File: config.mk
export PLATFORM = sky130hd
export DESIGN_NAME = scaled_loopback
export DESIGN_NICKNAME = d
export VERILOG_FILES = /design/src/rtl/sgp_pkg.sv /design/src/rtl/sgp_sm2tc.sv /design/src/rtl/sgp_gain_mul.sv /design/src/rtl/sgp_sat_tc2sm.sv /design/src/rtl/sgp_regbank.sv /design/src/rtl/scaled_loopback.sv
export SDC_FILE = /design/constraint.sdc
export NUM_CORES = 1
export LEC_CHECK = 0
export BUFFER_PORTS_ARGS = -buffer_cell sky130_fd_sc_hd__buf_2
export CAP_MARGIN = 30
export CORE_MARGIN = 4
export CORE_UTILIZATION = 35
export CTS_BUF_LIST = sky130_fd_sc_hd__clkbuf_16
export DETAILED_ROUTE_END_ITERATION = 16
export HOLD_SLACK_MARGIN = 0.08
export SLEW_MARGIN = 20
export SYNTH_ARGS = -nofsm -noshare
export SYNTH_HDL_FRONTEND = slang
export SYNTH_SLANG_ARGS = --single-unit
File: constraint.sdc
create_clock -name clk -period 11.5 [get_ports clk]
set_input_delay 2.3 -clock clk [delete_from_list [all_inputs] [get_ports clk]]
set_output_delay 2.3 -clock clk [all_outputs]
set_load 0.005 [all_outputs]
File: src/rtl/sgp_pkg.sv
package sgp_pkg;
   localparam int unsigned REG_W  = 32;
   localparam int unsigned PROD_W = 32;
   typedef logic [REG_W-1:0] reg_word_t;
endpackage

File: src/rtl/sgp_sm2tc.sv
// Sign-magnitude to two's complement; negative zero maps to zero.
module sgp_sm2tc #(
   parameter int DW = 14
) (
   input  logic [DW-1:0]        sm_in,
   output logic signed [DW-1:0] tc_out
);
   logic [DW-1:0] mag_ext;

   assign mag_ext = {1'b0, sm_in[DW-2:0]};
   assign tc_out  = sm_in[DW-1] ? -$signed(mag_ext) : $signed(mag_ext);
endmodule

File: src/rtl/sgp_gain_mul.sv
// Signed sample times zero-extended unsigned gain, arithmetic right shift,
// truncated to the intermediate sum width.
module sgp_gain_mul #(
   parameter int DW    = 14,
   parameter int GW    = 8,
   parameter int FRAC  = 8,
   parameter int SUM_W = DW + 1
) (
   input  logic signed [DW-1:0]    tc_in,
   input  logic [GW-1:0]           gain,
   output logic signed [SUM_W-1:0] sum_out
);
   import sgp_pkg::*;

   logic signed [GW:0]         gain_s;
   logic signed [PROD_W-1:0]   prod;

   assign gain_s  = $signed({1'b0, gain});
   assign prod    = PROD_W'(gain_s) * PROD_W'(tc_in);
   assign sum_out = SUM_W'(prod >>> FRAC);
endmodule

File: src/rtl/sgp_sat_tc2sm.sv
// Symmetric clamp to +/-(2^(DW-1)-1), then two's complement to sign-magnitude.
module sgp_sat_tc2sm #(
   parameter int DW    = 14,
   parameter int SUM_W = DW + 1
) (
   input  logic signed [SUM_W-1:0] sum_in,
   output logic [DW-1:0]           sm_out
);
   localparam int MAX_MAG = (2 ** (DW - 1)) - 1;
   localparam logic signed [SUM_W-1:0] HI_LIM = SUM_W'(MAX_MAG);
   localparam logic signed [SUM_W-1:0] LO_LIM = -HI_LIM;

   logic signed [SUM_W-1:0] clamped;
   logic                    neg;
   logic [DW-2:0]           mag;

   always_comb begin
      clamped = sum_in;
      if (sum_in > HI_LIM)
         clamped = HI_LIM;
      else if (sum_in < LO_LIM)
         clamped = LO_LIM;
   end

   assign neg    = clamped[SUM_W-1];
   assign mag    = (DW-1)'(neg ? -clamped : clamped);
   assign sm_out = {neg, mag};
endmodule

File: src/rtl/sgp_regbank.sv
// Bank of word-addressed control registers with a registered read port.
module sgp_regbank #(
   parameter int AW   = 12,
   parameter int NREG = 4,
   parameter int BASE = 'h100
) (
   input  logic                    clk,
   input  logic                    rst_n,
   input  logic [AW-1:0]           bus_addr,
   input  sgp_pkg::reg_word_t      bus_wdata,
   input  logic                    bus_wr,
   input  logic                    bus_rd,
   output sgp_pkg::reg_word_t      bus_rdata,
   output logic                    bus_ack,
   output sgp_pkg::reg_word_t      reg0
);
   import sgp_pkg::*;

   reg_word_t        regs [NREG];
   logic [NREG-1:0]  sel;
   reg_word_t        rd_mux;

   for (genvar i = 0; i < NREG; i++) begin : g_dec
      assign sel[i] = (bus_addr == AW'(BASE + i));
   end

   always_ff @(posedge clk or negedge rst_n) begin
      if (!rst_n) begin
         for (int i = 0; i < NREG; i++) regs[i] <= '0;
      end else if (bus_wr) begin
         for (int i = 0; i < NREG; i++)
            if (sel[i]) regs[i] <= bus_wdata;
      end
   end

   always_comb begin
      rd_mux = '0;
      for (int i = 0; i < NREG; i++)
         if (sel[i]) rd_mux = regs[i];
   end

   always_ff @(posedge clk or negedge rst_n) begin
      if (!rst_n) begin
         bus_ack   <= 1'b0;
         bus_rdata <= '0;
      end else begin
         bus_ack   <= bus_rd;
         bus_rdata <= bus_rd ? rd_mux : '0;
      end
   end

   assign reg0 = regs[0];
endmodule

File: src/rtl/scaled_loopback.sv
// Three-stage gain path: capture/convert, multiply/shift, clamp/convert.
module scaled_loopback #(
   parameter int DATA_W   = 14,
   parameter int GAIN_W   = 8,
   parameter int FRAC_W   = 8,
   parameter int NUM_REGS = 4,
   parameter int ADDR_W   = 12,
   parameter int REG_BASE = 'h100
) (
   input  logic                 clk,
   input  logic                 rst_n,
   input  logic [DATA_W-1:0]    adc_sample,
   output logic [DATA_W-1:0]    dac_sample,
   input  logic [ADDR_W-1:0]    bus_addr,
   input  logic [31:0]          bus_wdata,
   input  logic                 bus_wr,
   input  logic                 bus_rd,
   output logic [31:0]          bus_rdata,
   output logic                 bus_ack
);
   import sgp_pkg::*;

   localparam int SUM_W = DATA_W + 1;
   localparam longint MAX_SHIFTED =
      (((longint'(1) << GAIN_W) - 1) * ((longint'(1) << (DATA_W - 1)) - 1)) >>> FRAC_W;
   localparam longint SUM_LIM = (longint'(1) << DATA_W) - 1;

   if (GAIN_W < 1 || GAIN_W > int'(REG_W)) begin : g_bad_gain
      $error("GAIN_W must lie in 1..32");
   end
   if (DATA_W < 2 || DATA_W + GAIN_W + 1 > int'(PROD_W)) begin : g_bad_data
      $error("DATA_W out of range for the product width");
   end
   if (MAX_SHIFTED > SUM_LIM) begin : g_bad_sum
      $error("shifted product can exceed the intermediate sum width");
   end
   if (NUM_REGS < 1 || REG_BASE + NUM_REGS > (1 << ADDR_W)) begin : g_bad_map
      $error("register window does not fit the address width");
   end

   reg_word_t                 reg0;
   logic signed [DATA_W-1:0]  tc_in;
   logic signed [DATA_W-1:0]  s1_tc;
   logic [GAIN_W-1:0]         s1_gain;
   logic signed [SUM_W-1:0]   mul_sum;
   logic signed [SUM_W-1:0]   s2_sum;
   logic [DATA_W-1:0]         sm_res;

   sgp_regbank #(
      .AW   (ADDR_W),
      .NREG (NUM_REGS),
      .BASE (REG_BASE)
   ) u_regs (
      .clk       (clk),
      .rst_n     (rst_n),
      .bus_addr  (bus_addr),
      .bus_wdata (bus_wdata),
      .bus_wr    (bus_wr),
      .bus_rd    (bus_rd),
      .bus_rdata (bus_rdata),
      .bus_ack   (bus_ack),
      .reg0      (reg0)
   );

   sgp_sm2tc #(.DW(DATA_W)) u_in_conv (
      .sm_in  (adc_sample),
      .tc_out (tc_in)
   );

   sgp_gain_mul #(
      .DW    (DATA_W),
      .GW    (GAIN_W),
      .FRAC  (FRAC_W),
      .SUM_W (SUM_W)
   ) u_mul (
      .tc_in   (s1_tc),
      .gain    (s1_gain),
      .sum_out (mul_sum)
   );

   sgp_sat_tc2sm #(
      .DW    (DATA_W),
      .SUM_W (SUM_W)
   ) u_out_conv (
      .sum_in (s2_sum),
      .sm_out (sm_res)
   );

   // gain is captured alongside the sample so a write lands on the next sample
   always_ff @(posedge clk or negedge rst_n) begin
      if (!rst_n) begin
         s1_tc      <= '0;
         s1_gain    <= '0;
         s2_sum     <= '0;
         dac_sample <= '0;
      end else begin
         s1_tc      <= tc_in;
         s1_gain    <= reg0[GAIN_W-1:0];
         s2_sum     <= mul_sum;
         dac_sample <= sm_res;
      end
   end
endmodule

After elaboration in Yosys (flattened, before gate mapping)
Index checks and enable logic that the tools add are counted.
{"block": "op_classes", "n_mul": 1, "muxes": 9, "n_reduce_logical": 4, "addsub": 2, "eq_ne": 4, "order_cmp": 2}
{"cell": "two-way mux 32 bit", "n": 5}
{"cell": "equality test 12 x 9 -> 1 bit, second input constant", "n": 4}
{"cell": "two-way mux 15 bit", "n": 2}
{"cell": "multiplier 9 x 14 -> 23 bit", "n": 1}
{"cell": "> comparator 15 x 14 -> 1 bit, second input constant", "n": 1}
{"cell": "less-than comparator 15 x 14 -> 1 bit, second input constant", "n": 1}
{"cell": "two-way mux 14 bit", "n": 1}
{"cell": "negator 13 -> 14 bit", "n": 1}
{"cell": "two-way mux 13 bit", "n": 1}
{"cell": "negator 13 bit", "n": 1}
{"cell": "AND reduction 2 bit", "n": 4}
{"block": "totals", "word_cells": 32, "regBits": 212}

Longest topological paths before layout
Gate-level depths: netlist (run 1).
{"block": "depth", "depth_word": 6, "mapped_depth": 18}

By module
A second synthesis (run 1) with hierarchy kept.
{"block": "hier_totals", "cells_unflattened": 1076, "area_unflattened_um2": 13271.5}
{"mod": "sgp_regbank", "seq_area_each_um2": 4028.9, "area_per_inst_um2": 7120.6, "cells_each": 421, "instances": 1}
{"mod": "sgp_gain_mul", "seq_area_each_um2": 0.0, "area_per_inst_um2": 4043.9, "cells_each": 475, "instances": 1}
{"mod": "scaled_loopback", "seq_area_each_um2": 1276.2, "area_per_inst_um2": 1276.2, "cells_each": 51, "instances": 1}
{"mod": "sgp_sat_tc2sm", "seq_area_each_um2": 0.0, "area_per_inst_um2": 551.8, "cells_each": 91, "instances": 1}
{"mod": "sgp_sm2tc", "seq_area_each_um2": 0.0, "area_per_inst_um2": 279.0, "cells_each": 38, "instances": 1}

Least setup slack after synthesis (run 1)
No wires, ideal clock.
{"block": "synth_path", "path_type": "register -> register", "from": "register s1_gain[5]", "to": "register s2_sum[14]", "path_slack_ns": 6.804, "t_arrival_ns": 4.567, "path_stages_with_launch": 17, "period_less_slack_ns": 4.696, "setup_ns": 0.130, "path_cell_list": "dfrtp_1 -> clkbuf_1 -> nand2_1 -> fa_1 -> inv_1 -> fa_1 -> fa_1 -> inv_1 -> fa_1 -> inv_1 -> ha_1 -> and4_1 -> and2_1 -> a221oi_1 -> o21ai_0 -> o31ai_1 -> xnor2_1"}
{"block": "synth_via", "elab_chain_cells": 1}
{"element": "start, declared", "line_no": "scaled_loopback.sv:44", "source": "logic [GAIN_W-1:0] s1_gain;"}
{"element": "start signal, assigned", "line_no": "scaled_loopback.sv:98", "source": "s1_gain <= reg0[GAIN_W-1:0];"}
{"element": "multiplier 9 x 14 -> 23 bit", "line_no": "sgp_gain_mul.sv:19", "source": "assign prod = PROD_W'(gain_s) * PROD_W'(tc_in);"}
{"element": "named net mul_sum[14]", "line_no": "scaled_loopback.sv:45", "source": "logic signed [SUM_W-1:0] mul_sum;"}
{"element": "end signal, assigned", "line_no": "scaled_loopback.sv:99", "source": "s2_sum <= mul_sum;"}
{"element": "end, declared", "line_no": "scaled_loopback.sv:46", "source": "logic signed [SUM_W-1:0] s2_sum;"}
The timed path passes the listed nets, and every way through them passes these cells.
A chain may end at the register's enable or synchronous reset.

Final worst setup path (run 1)
Ends and elaborated chain as after synthesis.

==> summary.json, run 1 <==
{
  "grt": {
    "grt_max_degree": 86,
    "antenna_found_initial": 1,
    "grt_first_pass_wirelength_mm": 45.3,
    "track_usage_pct": 14.0,
    "vias_in_the_first_global_route": 8766,
    "global_route.overflow_total": 0
  },
  "synth": {
    "synth_xor_area_share_pct": 2.16,
    "summed_instance_area_of_the_synthesized_netlist_mm2": 0.0126,
    "synth_top_cell_area_share_pct": 42.1,
    "area_fraction_in_and_or_nand_and_nor_cells_after_synthesis_pct": 10.4,
    "synth_top_cells_by_area": "dfrtp_1 (42%), fa_1 (14%), mux2_2 (11%), mux4_2 (5.7%), ha_1 (4.5%)",
    "postSynthRegisterBits": 212,
    "postSynthAreaPerCell_um2": 12.2,
    "synthDistinctLibCells": 58,
    "syn_nets": 1225,
    "synth_area_in_adders_pct": 18.6,
    "synth_seq_area_share_pct": 42.1,
    "synthesized_instance_count": 1029,
    "synth_compound_gate_area_share_pct": 3.97,
    "ys_dominant_reg_cell": "dfrtp_1",
    "count_of_flip_flops_with_a_built_in_enable_after_synthesis": 0,
    "main_combinational_cell_family_by_area_after_synthesis": "adder cells",
    "postSynth.asyncResetShare_pct": 100,
    "synth_area_leader": "dfrtp_1",
    "muxShareOfSynthArea_pct": 17.2,
    "synthesis.yosys.warnings": 0
  },
  "clocking": {
    "number_of_buffers_added_for_setup_after_cts": 0,
    "reg_clk_slew_reported_paths_ps": 60,
    "post_cts_hold_buffer_count": 0,
    "total_clock_buffers_created_by_cts": 24,
    "worst_skew_pair.late_latency_ps": 530,
    "ctsHtreeMaxLevel": 1,
    "resized_cells_post_cts": 0,
    "cts_tree": "built",
    "clk_root_buffer_cell": "clkbuf_16",
    "clock-sinks": 212,
    "number_of_buffers_between_clock_root_and_the_deepest_sink": 3
  },
  "setup_path": {
    "critical_setup_path_kind": "flip-flop to flip-flop",
    "critPathMaxFanout": 14,
    "cp-end-kind": "flip-flop",
    "worst_ep_required_time_ps": 11890,
    "critical_path_arrival_ps": 5560,
    "setup.worst_path.start_class": "flip-flop"
  },
  "route": {
    "detail_route.wirelength.met1_mm": 11.4,
    "dr_wl_met3_mm": 1.08,
    "dr.pass1.iters": 4,
    "dr_wl_met2_mm": 13.0,
    "highest-signal-layer": "met5",
    "routed_wire_length_per_instance_um": 16.2,
    "via_count": 7864,
    "routed_vias_inst": 4.89,
    "postRouteWirelength_mm": 26.1,
    "remaining_drc_errors": 0,
    "antenna_left": 0,
    "detailedRoute.firstIterationViolations": 325
  },
  "floorplan": {
    "boundaryPins": 109,
    "core_area_mm2": 0.0356,
    "rows": 69,
    "die-area_mm2": 0.0391,
    "initial_utilization_pct": 35.4,
    "horiz_die_dim_um": 198,
    "die-height_um": 198
  },
  "pwr": {
    "powerDensity_mw_per_mm2": 112,
    "irDropWorstVdd_v": 0.000110,
    "p_int_mw": 1.23,
    "switching_share_pct": 23.1,
    "seq_power_share_pct": 48.0,
    "share_clk_of_total_power_pct": 47.0,
    "static-leakage-power_nw": 7.58,
    "power_switching_mw": 0.372,
    "pwr-share-comb_pct": 5.0
  },
  "sta": {
    "fmaxAchievable_mhz": 193,
    "finalSetupTns_ps": 0,
    "report.final.setup_viol": 0,
    "unrepaired_setup_endpoints_after_global_routing": "false",
    "finClkSkew_ps": 14.9,
    "timing.final.max_slew_violations": 0,
    "timing_hold_violations_final": 0,
    "worst_pin_slew_ps": 900,
    "final_cycle_utilization_of_the_critical_path_pct": 44.9,
    "post-route-min-period_ps": 5170,
    "worst_slew_margin_rel_pct": 39.1
  },
  "finish": {
    "post-route-util_pct": 40.4,
    "multi_input_area_mm2": 0.00659,
    "ff_latch_area_mm2": 0.00531,
    "post_layout_nonfiller_instances": 1607,
    "layout.nets": 1326,
    "synthToLayoutAreaGrowth_pct": 14.0,
    "fraction_of_final_layout_cells_sized_beyond_drive_strength_1_pct": 27.4,
    "n_antenna_cell": 0,
    "n_fill_cell": 3454
  },
  "placement": {
    "io_buffers": 108,
    "dp_hpwl_mm": 18.7,
    "placedCellCount": 1565,
    "place_congestion": 0.808
  },
  "worst_hold_path": {
    "holdCritPathClass": "flip-flop to flip-flop"
  },
  "outcome": {
    "run_status": "finished, final reports clean"
  },
  "flow_run": {
    "max-cap-violations": 0
  }
}
==> cells in the final DEF (no fill, tap or decap), types with 4 or more instances in the layout <==
cell type,count
a21o_1,6
clkbuf_16,24
a31oi_1,4
nand2_1,77
mux2_1,4
fa_1,89
nor2b_1,4
xor2_1,7
a21oi_1,22
o21ai_0,19
clkinv_1,5
and3_1,37
inv_1,132
mux2_2,124
buf_2,107
buf_4,9
dfrtp_1,212
nand4_1,5
xnor2_1,24
nor3_1,6
mux4_2,32
ha_1,45
and2_1,55
nand3_1,8
nor2_1,29
o31ai_1,5
==> path summary, 6_finish.rpt <==
path	start	endpoint	slack, ps	cells past startpoint
worst min register to register	u_regs.reg0[6]	s1_gain[6]	400	0
max in group asynchronous	rst_n	s1_tc[10]	8460	2
worst min-delay path	u_regs.reg0[6]	s1_gain[6]	400	0
min in group asynchronous	rst_n	u_regs.regs[52]	1750	1
worst max-delay path	s1_gain[5]	s2_sum[14]	6330	15
worst max register to register	s1_gain[5]	s2_sum[14]	6330	15
==> metal layers <==
metal | global-route usage, % | vias to the layer above
met4 | 2.93 | 2
met2 | 24.3 | 120
met3 | 2.48 | 37
met1 | 18.6 | 4061
met5 | 0 | -
li1 | - | 3644
==> critical path: stages (launching register included) <==
cell and delay, ps:
dfrtp_1 640, nand2_1 150, fa_1 550, inv_1 50, fa_1 460, fa_1 540
inv_1 50, fa_1 530, inv_1 40, ha_1 370, and4_1 260, and2_1 160
a221oi_1 520, o21ai_0 300, o31ai_1 300, xnor2_1 110
==> metrics by stage <==
step,area [um^2],total power [mW],hold WS (ps),worst slack [ps]
final,14400,1.61,402,6330
after global routing,14400,1.68,418,5960
after CTS,14400,1.63,404,6310
after detailed placement,13600,0.867,391,6160
after global placement,13600,0.866,379,6200
after floorplan,12600,0.816,363,6800
==> power groups by stage <==
stage | Combinational, mW | Sequential (mW) | Clock (mW)
after floorplan | 0.0377 | 0.778 | 0
after global routing | 0.0922 | 0.773 | 0.814
after CTS | 0.0830 | 0.771 | 0.779
final | 0.0800 | 0.771 | 0.754
after global placement | 0.0817 | 0.785 | 0
after detailed placement | 0.0827 | 0.785 | 0
==> sequential cells by signal, summed over array words and instances, names as in the netlist <==
register	count
u_regs.regs	96
s2_sum	15
u_regs.bus_rdata	32
u_regs.bus_ack	1
s1_tc	14
dac_sample	14
s1_gain	8
u_regs.reg0	32
==> synth_stat cells, drive strengths merged, types with 2 or more instances <==
master	number
or4	2
inv	128
mux2	128
o311ai	2
clkbuf	26
a21o	6
o31ai	5
nor3	7
o41ai	2
nor3b	3
fa	89
dfrtp	212
mux4	32
and2	55
o21bai	3
xor2	7
nor2	29
o21ai	19
o22ai	2
nand4	5
buf	16
and4	3
nor4	2
a21oi	22
xnor2	24
and3	37
ha	45
nand3	8
nor2b	4
nand2	78
or3	2
o211ai	3
a31oi	4
or2	2
nand2b	3
==> cells by family after synthesis <==
family          count (synthesis)
fa+ha+maj                     134
buf+inv                       170
flops                         212
compound gates                 79
xor+xnor                       31
simple gates                  243
mux                           160
==> area by class of cell <==
type | instances | share of cell area [%]
multi-input combinational | 647 | 45.9
sequential | 212 | 36.9
timing repair buffer | 117 | 4.30
clock buffer | 24 | 4.18
tap | 461 | 4.02
inverter | 128 | 3.35
clock inverter | 18 | 1.29
No activity file was read; power rests on OpenSTA's default activity.
==> inputs of run 2 (changes only) <==
Clock period 11.5 ns to 4.3 ns, I/O delays scaled along.
==> run 2 against run 1 <==
  * The flow now finishes with violations (setup timing)
  * Total power increased to 2.7 times the previous value
  * Global-route usage increased by 0.27 points
  * Flip-flop and latch count unchanged
  * Clock-buffer cell count increased by 1
  * Cell area increased by 8.6%
  * Register-to-register slack got worse by 6300 ps
  * Die area unchanged
  * Critical path type unchanged
  * Largest cell class unchanged
==> summary.json, run 2 (synthesis results as in run 1) <==
{
  "grt": {
    "antenna_found_initial": {"value": 1, "change": "unchanged"},
    "grt_max_degree": {"value": 102, "change": "+19%"},
    "global_route.overflow_total": {"value": 0, "change": "unchanged"},
    "track_usage": {"value": 14.3, "unit": "%", "change": "+0.27 points"},
    "grt_first_pass_wirelength": {"value": 46.1, "unit": "mm", "change": "+1.8%"},
    "vias_in_the_first_global_route": {"value": 9059, "change": "+3.3%"}
  },
  "setup_path": {
    "cpMostUsedCell": "fa_1",
    "critical_setup_path_kind": "flip-flop to flip-flop",
    "critical_path_buf_inv_count": {"value": 4, "change": "+1"},
    "timing.reg2reg.setup_slack": {"value": -3, "unit": "ps", "change": "-6330 ps"},
    "setup.worst_path.start_class": "flip-flop",
    "critPathMaxFanout": {"value": 6, "change": "-8"},
    "cp-end-kind": "flip-flop",
    "crit_start": "s1_gain[0]",
    "path_cells": "buf_6 -> nand2_2 -> fa_1 -> inv_2 -> fa_1 -> inv_2 -> fa_1 -> inv_1 -> fa_1 -> ha_4 -> and4_4 -> and2_4 -> a221oi_4 -> o21ai_2 -> o31ai_2 -> xnor2_1",
    "critical_path.reg2reg.startpoint": "s1_gain[0]",
    "critical_path.slowest_cell": "fa_1",
    "worst_ep_required_time": {"value": 4700, "unit": "ps", "change": "-7190 ps"},
    "crit_family": "adder cells",
    "cp_num_cells": {"value": 16, "change": "+1"},
    "critical_path.max_stage_delay": {"value": 590, "unit": "ps", "change": "-50 ps"},
    "r2r_cells": {"value": 16, "change": "+1"},
    "crit_path_end": "s2_sum[14]",
    "critical_path_arrival": {"value": 4700, "unit": "ps", "change": "-860 ps"},
    "timing.rr.end": "s2_sum[14]"
  },
  "sta": {
    "timing.final.max_slew_violations": {"value": 0, "change": "unchanged"},
    "worst_slew_margin_rel": {"value": 40.3, "unit": "%", "change": "+1.2 points"},
    "post-route-min-period": {"value": 4300, "unit": "ps", "change": "-866 ps"},
    "unrepaired_setup_endpoints_after_global_routing": "true",
    "fmaxAchievable": {"value": 232, "unit": "MHz", "change": "+20%"},
    "finClkSkew": {"value": 9.47, "unit": "ps", "change": "-5.46 ps"},
    "timing_hold_violations_final": {"value": 0, "change": "unchanged"},
    "worst_slack": {"value": -2.50, "unit": "ps", "change": "-6330 ps"},
    "final_cycle_utilization_of_the_critical_path": {"value": 100, "unit": "%", "change": "+55 points"},
    "report.final.setup_viol": {"value": 1, "change": "+1"},
    "timing.hold.ws": {"value": 397, "unit": "ps", "change": "-5.37 ps"},
    "worst_pin_slew": {"value": 895, "unit": "ps", "change": "-5.02 ps"},
    "finalSetupTns": {"value": -2.50, "unit": "ps", "change": "-2.50 ps"}
  },
  "pwr": {
    "powerDensity": {"value": 282, "unit": "mW/mm^2", "change": "+150%"},
    "p_int": {"value": 3.38, "unit": "mW", "change": "+170%"},
    "irDropWorstVdd": {"value": 0.000274, "unit": "V", "change": "+150%"},
    "switching_share": {"value": 23.1, "unit": "%", "change": "-0.037 points"},
    "share_clk_of_total_power": {"value": 47.1, "unit": "%", "change": "about the same"},
    "static-leakage-power": {"value": 8.11, "unit": "nW", "change": "+7.0%"},
    "power_switching": {"value": 1.01, "unit": "mW", "change": "+170%"},
    "pwr-share-comb": {"value": 6.0, "unit": "%", "change": "+1.0 points"},
    "seq_power_share": {"value": 46.9, "unit": "%", "change": "-1.1 points"},
    "total_power": {"value": 4.39, "unit": "mW", "change": "+170%"}
  },
  "route": {
    "postRouteWirelength": {"value": 27.4, "unit": "mm", "change": "+5.0%"},
    "routed_wire_length_per_instance": {"value": 16.0, "unit": "um", "change": "-1.4%"},
    "detailedRoute.firstIterationViolations": {"value": 350, "change": "+7.7%"},
    "dr.pass1.iters": {"value": 4, "change": "unchanged"},
    "routed_vias_inst": {"value": 4.87, "change": "-0.51%"},
    "remaining_drc_errors": {"value": 0, "change": "unchanged"},
    "via_count": {"value": 8335, "change": "+6.0%"},
    "antenna_left": {"value": 0, "change": "unchanged"}
  },
  "placement": {
    "dpl_cell_area": {"value": 0.0142, "unit": "mm^2", "change": "+4.9%"},
    "dp_hpwl": {"value": 19.6, "unit": "mm", "change": "+4.8%"},
    "io_buffers": {"value": 108, "change": "unchanged"},
    "place_worst_setup_slack": {"value": -273, "unit": "ps", "change": "-6430 ps"},
    "place_congestion": {"value": 0.800, "change": "-0.89%"},
    "placedCellCount": {"value": 1638, "change": "+4.7%"}
  },
  "finish": {
    "fraction_of_final_layout_cells_sized_beyond_drive_strength_1": {"value": 39.6, "unit": "%", "change": "+12 points"},
    "layout.nets": {"value": 1428, "change": "+7.7%"},
    "registers.top_by_ff_count": "u_regs.regs",
    "mostFrequentLayoutCell": "dfrtp_1",
    "n_antenna_cell": {"value": 0, "change": "unchanged"},
    "postLayoutCellArea": {"value": 0.0156, "unit": "mm^2", "change": "+8.6%"},
    "mostFrequentLayoutCells": "dfrtp_1 (199), mux2_2 (124), inv_1 (116)",
    "ff_latch_area": {"value": 0.00532, "unit": "mm^2", "change": "+0.31%"},
    "n_fill_cell": {"value": 3338, "change": "-3.4%"},
    "largest_register_ffs": {"value": 96, "change": "unchanged"},
    "synthToLayoutAreaGrowth_pct": 23.8,
    "post_layout_nonfiller_instances": {"value": 1712, "change": "+6.5%"},
    "multi_input_area": {"value": 0.00693, "unit": "mm^2", "change": "+5.1%"},
    "post-route-util": {"value": 43.8, "unit": "%", "change": "+3.5 points"}
  },
  "floorplan": {
    "die-height": {"value": 198, "unit": "um", "change": "unchanged"},
    "rows": {"value": 69, "change": "unchanged"},
    "initial_utilization": {"value": 35.4, "unit": "%", "change": "unchanged"},
    "die-area": {"value": 0.0391, "unit": "mm^2", "change": "unchanged"},
    "horiz_die_dim": {"value": 198, "unit": "um", "change": "unchanged"},
    "boundaryPins": {"value": 109, "change": "unchanged"},
    "core_area": {"value": 0.0356, "unit": "mm^2", "change": "unchanged"}
  },
  "outcome": {
    "run_status": "finished with violations",
    "failed_checks": "setup timing"
  },
  "clocking": {
    "worst_skew_pair.late_latency": {"value": 520, "unit": "ps", "change": "about the same"},
    "reg_clk_slew_reported_paths": {"value": 70, "unit": "ps", "change": "about the same"},
    "number_of_buffers_between_clock_root_and_the_deepest_sink": {"value": 3, "change": "unchanged"},
    "clock-sinks": {"value": 212, "change": "unchanged"},
    "total_clock_buffers_created_by_cts": {"value": 25, "change": "+4.2%"},
    "cts_tree": "built",
    "ctsHtreeMaxLevel": {"value": 1, "change": "unchanged"},
    "clk_root_buffer_cell": "clkbuf_16"
  },
  "worst_hold_path": {
    "holdCritPathClass": "flip-flop to flip-flop"
  },
  "flow_run": {
    "max-cap-violations": {"value": 0, "change": "unchanged"}
  }
}
run 2: final cells by class:
type	instances	share of cell area, %
Multi-Input combinational cell	647	44.5
Sequential cell	212	34.1
Timing Repair Buffer	218	9.42
Clock buffer	25	4.01
Tap cell	461	3.70
Inverter	128	3.10
Clock inverter	21	1.18
run 2: timing repair:
action / in CTS / in global routing
gates cloned: 0 / 0
setup buffers: 16 / 11
gates resized for setup: 32 / 60
setup endpoints to repair: 12 / 16
pin swaps: 25 / 38
hold buffers: 0 / 0
run 2: routing by layer:
layer | part of all wire (%) | up-vias | track usage, % | wire length (um)
met2 | 51 | 138 | 25.2 | 13900
met1 | 43 | 4298 | 18.5 | 11800
li1 | - | 3857 | - | -
met4 | 1.7 | 2 | 3.03 | 456
met3 | 4.6 | 40 | 2.55 | 1250
met5 | 0.047 | - | 0 | 13
run 2: power by group through the flow:
stage | Sequential [mW] | Combinational, mW | Clock (mW)
final | 2.06 | 0.263 | 2.07
after detailed placement | 2.09 | 0.256 | 0
after global routing | 2.06 | 0.298 | 2.23
after CTS | 2.06 | 0.260 | 2.14
after global placement | 2.09 | 0.252 | 0
after floorplan | 2.08 | 0.103 | 0
run 2: worst min-delay path by stage:
stage               cells past startpoint           start          to
finish                                  0  u_regs.reg0[4]  s1_gain[4]
CTS                                     0  u_regs.reg0[4]  s1_gain[4]
global route                            0  u_regs.reg0[0]  s1_gain[0]
global placement                        0  u_regs.reg0[1]  s1_gain[1]
floorplan                               0  u_regs.reg0[7]  s1_gain[7]
detailed placement                      0  u_regs.reg0[0]  s1_gain[0]
run 2: worst register-to-register path, stage by stage, from the launching register on:
cell and delay (ps):
dfrtp_2 500, buf_6 150, nand2_2 50, fa_1 500, inv_2 40, fa_1 480, inv_2 40, fa_1 500
inv_1 60, fa_1 590, ha_4 230, and4_4 160, and2_4 160, a221oi_4 290, o21ai_2 120, o31ai_2 210
xnor2_1 100
==> inputs of run 3 (changes only) <==
Settings changed: ABC_AREA set to 1.
==> run 3 against run 2 <==
  * Total power shrank 4.9%
  * The run now ends clean
  * Largest cell class unchanged
  * Flip-flop and latch count stayed put
  * Clock skew grew 4.1 ps
  * Global-route usage is 1.2 points higher
  * Non-clock buffer count down 69
  * Cell area down 0.31%
==> summary.json, run 3 <==
{
  "pwr": {
    "static-leakage-power": {"value": 8.74, "unit": "nW", "change": "+7.7%"},
    "total_power": {"value": 4.17, "unit": "mW", "change": "-4.9%"},
    "irDropWorstVdd": {"value": 0.000283, "unit": "V", "change": "+3.2%"},
    "powerDensity": {"value": 269, "unit": "mW/mm^2", "change": "-4.6%"}
  },
  "route": {
    "dr.pass1.iters": {"value": 5, "change": "+1"},
    "antenna_left": {"value": 0, "change": "unchanged"},
    "postRouteWirelength": {"value": 31.7, "unit": "mm", "change": "+16%"},
    "routed_wire_length_per_instance": {"value": 14.5, "unit": "um", "change": "-9.7%"},
    "routed_vias_inst": {"value": 4.63, "change": "-4.9%"},
    "remaining_drc_errors": {"value": 0, "change": "unchanged"},
    "via_count": {"value": 10200, "change": "+22%"},
    "detailedRoute.firstIterationViolations": {"value": 512, "change": "+46%"}
  },
  "sta": {
    "unrepaired_setup_endpoints_after_global_routing": "true",
    "worst_pin_slew": {"value": 934, "unit": "ps", "change": "+39.1 ps"},
    "finClkSkew": {"value": 13.5, "unit": "ps", "change": "+4.08 ps"},
    "report.final.setup_viol": {"value": 0, "change": "-1"},
    "final_cycle_utilization_of_the_critical_path": {"value": 97.5, "unit": "%", "change": "-2.6 points"},
    "timing.final.max_slew_violations": {"value": 0, "change": "unchanged"},
    "worst_slew_margin_rel": {"value": 37.7, "unit": "%", "change": "-2.6 points"},
    "post-route-min-period": {"value": 4190, "unit": "ps", "change": "-111 ps"},
    "timing_hold_violations_final": {"value": 0, "change": "unchanged"},
    "fmaxAchievable": {"value": 239, "unit": "MHz", "change": "+2.7%"}
  },
  "synth": {
    "synth_common_cells": "nand2_1 (390), inv_1 (294), dfrtp_1 (212)",
    "postSynthRegisterBits": {"value": 212, "change": "unchanged"},
    "synthDistinctLibCells": {"value": 42, "change": "-28%"},
    "ys_dominant_reg_cell": "dfrtp_1",
    "post-synth-top-count-cell": "nand2_1",
    "synth_area_leader": "dfrtp_1",
    "synth_top_cells_by_area": "dfrtp_1 (39%), fa_1 (13%), nand2_1 (11%), inv_1 (8.2%), o21ai_2 (4.6%)",
    "count_of_flip_flops_with_a_built_in_enable_after_synthesis": {"value": 0, "change": "unchanged"},
    "summed_instance_area_of_the_synthesized_netlist": {"value": 0.0135, "unit": "mm^2", "change": "+7.4%"},
    "postSynth.asyncResetShare": {"value": 100, "unit": "%", "change": "unchanged"},
    "synth_top_cell_area_share": {"value": 39.2, "unit": "%", "change": "-2.9 points"},
    "syn_nets": {"value": 1757, "change": "+43%"},
    "synthesis.yosys.warnings": {"value": 0, "change": "unchanged"},
    "synthesized_instance_count": {"value": 1561, "change": "+52%"},
    "synth_seq_area_share": {"value": 39.2, "unit": "%", "change": "-2.9 points"},
    "postSynthAreaPerCell": {"value": 8.67, "unit": "um^2", "change": "-29%"}
  },
  "setup_path": {
    "critPathMaxFanout": {"value": 7, "change": "+1"},
    "critical_path.reg2reg.startpoint": "s1_tc[13]",
    "critical_path_arrival": {"value": 4590, "unit": "ps", "change": "-110 ps"},
    "setup.worst_path.start_class": "flip-flop",
    "r2r_cells": {"value": 17, "change": "+1"},
    "worst_ep_required_time": {"value": 4700, "unit": "ps", "change": "about the same"},
    "timing.reg2reg.setup_slack": {"value": 110, "unit": "ps", "change": "+110 ps"},
    "cp-end-kind": "flip-flop",
    "timing.rr.end": "s2_sum[14]",
    "crit_start": "s1_tc[13]",
    "critical_setup_path_kind": "flip-flop to flip-flop",
    "crit_path_end": "s2_sum[14]"
  },
  "outcome": {
    "run_status": "finished, final reports clean"
  },
  "clocking": {
    "ctsHtreeMaxLevel": {"value": 1, "change": "unchanged"},
    "post_cts_hold_buffer_count": {"value": 0, "change": "unchanged"},
    "number_of_buffers_between_clock_root_and_the_deepest_sink": {"value": 3, "change": "unchanged"},
    "cts_tree": "built",
    "total_clock_buffers_created_by_cts": {"value": 25, "change": "unchanged"},
    "clk_root_buffer_cell": "clkbuf_16",
    "reg_clk_slew_reported_paths": {"value": 60, "unit": "ps", "change": "about the same"},
    "clock-sinks": {"value": 212, "change": "unchanged"},
    "worst_skew_pair.late_latency": {"value": 540, "unit": "ps", "change": "+20 ps"}
  },
  "finish": {
    "largest_register_ffs": {"value": 96, "change": "unchanged"},
    "synthToLayoutAreaGrowth_pct": 14.8,
    "mostFrequentLayoutCell": "nand2_1",
    "n_antenna_cell": {"value": 0, "change": "unchanged"},
    "fraction_of_final_layout_cells_sized_beyond_drive_strength_1": {"value": 19.5, "unit": "%", "change": "-20 points"},
    "registers.top_by_ff_count": "u_regs.regs",
    "mostFrequentLayoutCells": "nand2_1 (383), inv_1 (295), dfrtp_1 (203)",
    "postLayoutCellArea": {"value": 0.0155, "unit": "mm^2", "change": "-0.31%"},
    "layout.nets": {"value": 1865, "change": "+31%"}
  },
  "grt": {
    "global_route.overflow_total": {"value": 0, "change": "unchanged"},
    "track_usage": {"value": 15.5, "unit": "%", "change": "+1.2 points"},
    "grt_max_degree": {"value": 106, "change": "+3.9%"},
    "grt_first_pass_wirelength": {"value": 53.6, "unit": "mm", "change": "+16%"},
    "antenna_found_initial": {"value": 0, "change": "-1"},
    "vias_in_the_first_global_route": {"value": 10600, "change": "+18%"}
  },
  "floorplan": {
    "rows": {"value": 71, "change": "+2.9%"},
    "boundaryPins": {"value": 109, "change": "unchanged"},
    "die-height": {"value": 205, "unit": "um", "change": "+3.5%"},
    "horiz_die_dim": {"value": 205, "unit": "um", "change": "+3.5%"},
    "core_area": {"value": 0.0379, "unit": "mm^2", "change": "+6.6%"},
    "die-area": {"value": 0.0419, "unit": "mm^2", "change": "+7.1%"},
    "initial_utilization": {"value": 35.7, "unit": "%", "change": "+0.26 points"}
  },
  "worst_hold_path": {
    "holdCritPathClass": "input pin to async pin"
  },
  "flow_run": {
    "max-cap-violations": {"value": 0, "change": "unchanged"}
  },
  "placement": {
    "place_congestion": {"value": 0.880, "change": "+9.9%"},
    "io_buffers": {"value": 108, "change": "unchanged"},
    "dp_hpwl": {"value": 22.3, "unit": "mm", "change": "+14%"},
    "dpl_cell_area": {"value": 0.0145, "unit": "mm^2", "change": "+2.0%"}
  }
}
==> run 3: changes by cell type after synthesis, moves of 36 or more <==
cell / previous run / this run
and2_1: 55 / 0
and3_1: 37 / 1
inv_1: 128 / 294
mux2_2: 124 / 0
nand2_1: 77 / 390
nand3_1: 8 / 71
o21ai_0: 19 / 62
o21ai_2: 0 / 71
==> run 3: metrics by stage <==
step | TNS (ps) | setup WS, ps | hold slack (ps) | util, % | cells
finish | 0 | 109 | 347 | 41.0 | 2195
global route | -116 | -75.1 | 410 | 41.0 | 2195
CTS | 0 | 1.73 | 376 | 40.2 | 2185
detailed placement | -141 | -73.3 | 386 | 38.3 | 2143
global placement | 0 | 39.2 | 386 | 38.3 | 2143
floorplan | 0 | 151 | 374 | - | 1561
==> run 3: timing repair <==
| action | in CTS | in global routing |
|---|---|---|
| gates resized for setup | 7 | 59 |
| setup endpoints to repair | 5 | 11 |
| buffers inserted | 0 | 10 |
| endpoints found under the hold margin | 0 | 0 |
| gates cloned | 0 | 0 |
| pin swaps | 0 | 15 |
==> run 3: cell families after synthesis <==
family | count (synthesis) | share of synthesized area, %
flip-flops | 212 | 39.2
buffers and inverters | 365 | 11.6
XOR/XNOR | 33 | 2.14
AND/OR/NAND/NOR | 591 | 19.1
adder cells (fa/ha/maj) | 134 | 17.3
AO/OA/AOI/OAI | 226 | 10.7
==> run 3: routing by layer <==
layer | vias to the layer above | wire (um) | global-route usage [%]
met5 | - | 0 | 0
met4 | 0 | 675 | 3.71
met3 | 42 | 1300 | 2.28
met2 | 181 | 15700 | 27.5
met1 | 4906 | 14100 | 20.1
li1 | 5034 | - | -
==> run 3: report_power, final <==
group	switching (mW)	internal (mW)	total, mW	leakage [nW]
Combinational	0.162	0.0744	0.236	5.44
Clock	0.824	1.05	1.87	0.386
Sequential	0.0390	2.02	2.06	2.91
==> run 3: cell type report <==
class | instances | area, um^2
fill | 3814 | 22400
multi-input combinational | 984 | 6870
sequential | 212 | 5320
inverter | 297 | 1120
timing repair buffer | 149 | 886
tap | 511 | 639
clock buffer | 25 | 626
clock inverter | 17 | 88.8
==> run 3: how the worst min path moves through the flow <==
stage | from | to | slack [ps] | cells after the start
2_1_floorplan | u_regs.reg0[0] | s1_gain[0] | 370 | 0
3_3_place_gp | u_regs.reg0[6] | s1_gain[6] | 390 | 0
3_5_place_dp | u_regs.reg0[0] | s1_gain[0] | 390 | 0
4_1_cts | rst_n | s1_tc[2] | 380 | 1
5_1_grt | rst_n | s1_tc[3] | 410 | 1
6_report | rst_n | s1_tc[3] | 350 | 1
==> run 3: critical path, stage by stage, from the launching register on <==
cell and delay, ps:
dfrtp_2 440, nand2_1 80, inv_1 50, fa_1 540
inv_2 90, buf_4 150, fa_1 530, inv_1 50
fa_1 470, inv_1 50, fa_1 520, inv_1 60
ha_4 250, a21oi_1 170, o21ai_0 160, a21oi_1 200
nand3_2 90, xor2_1 140
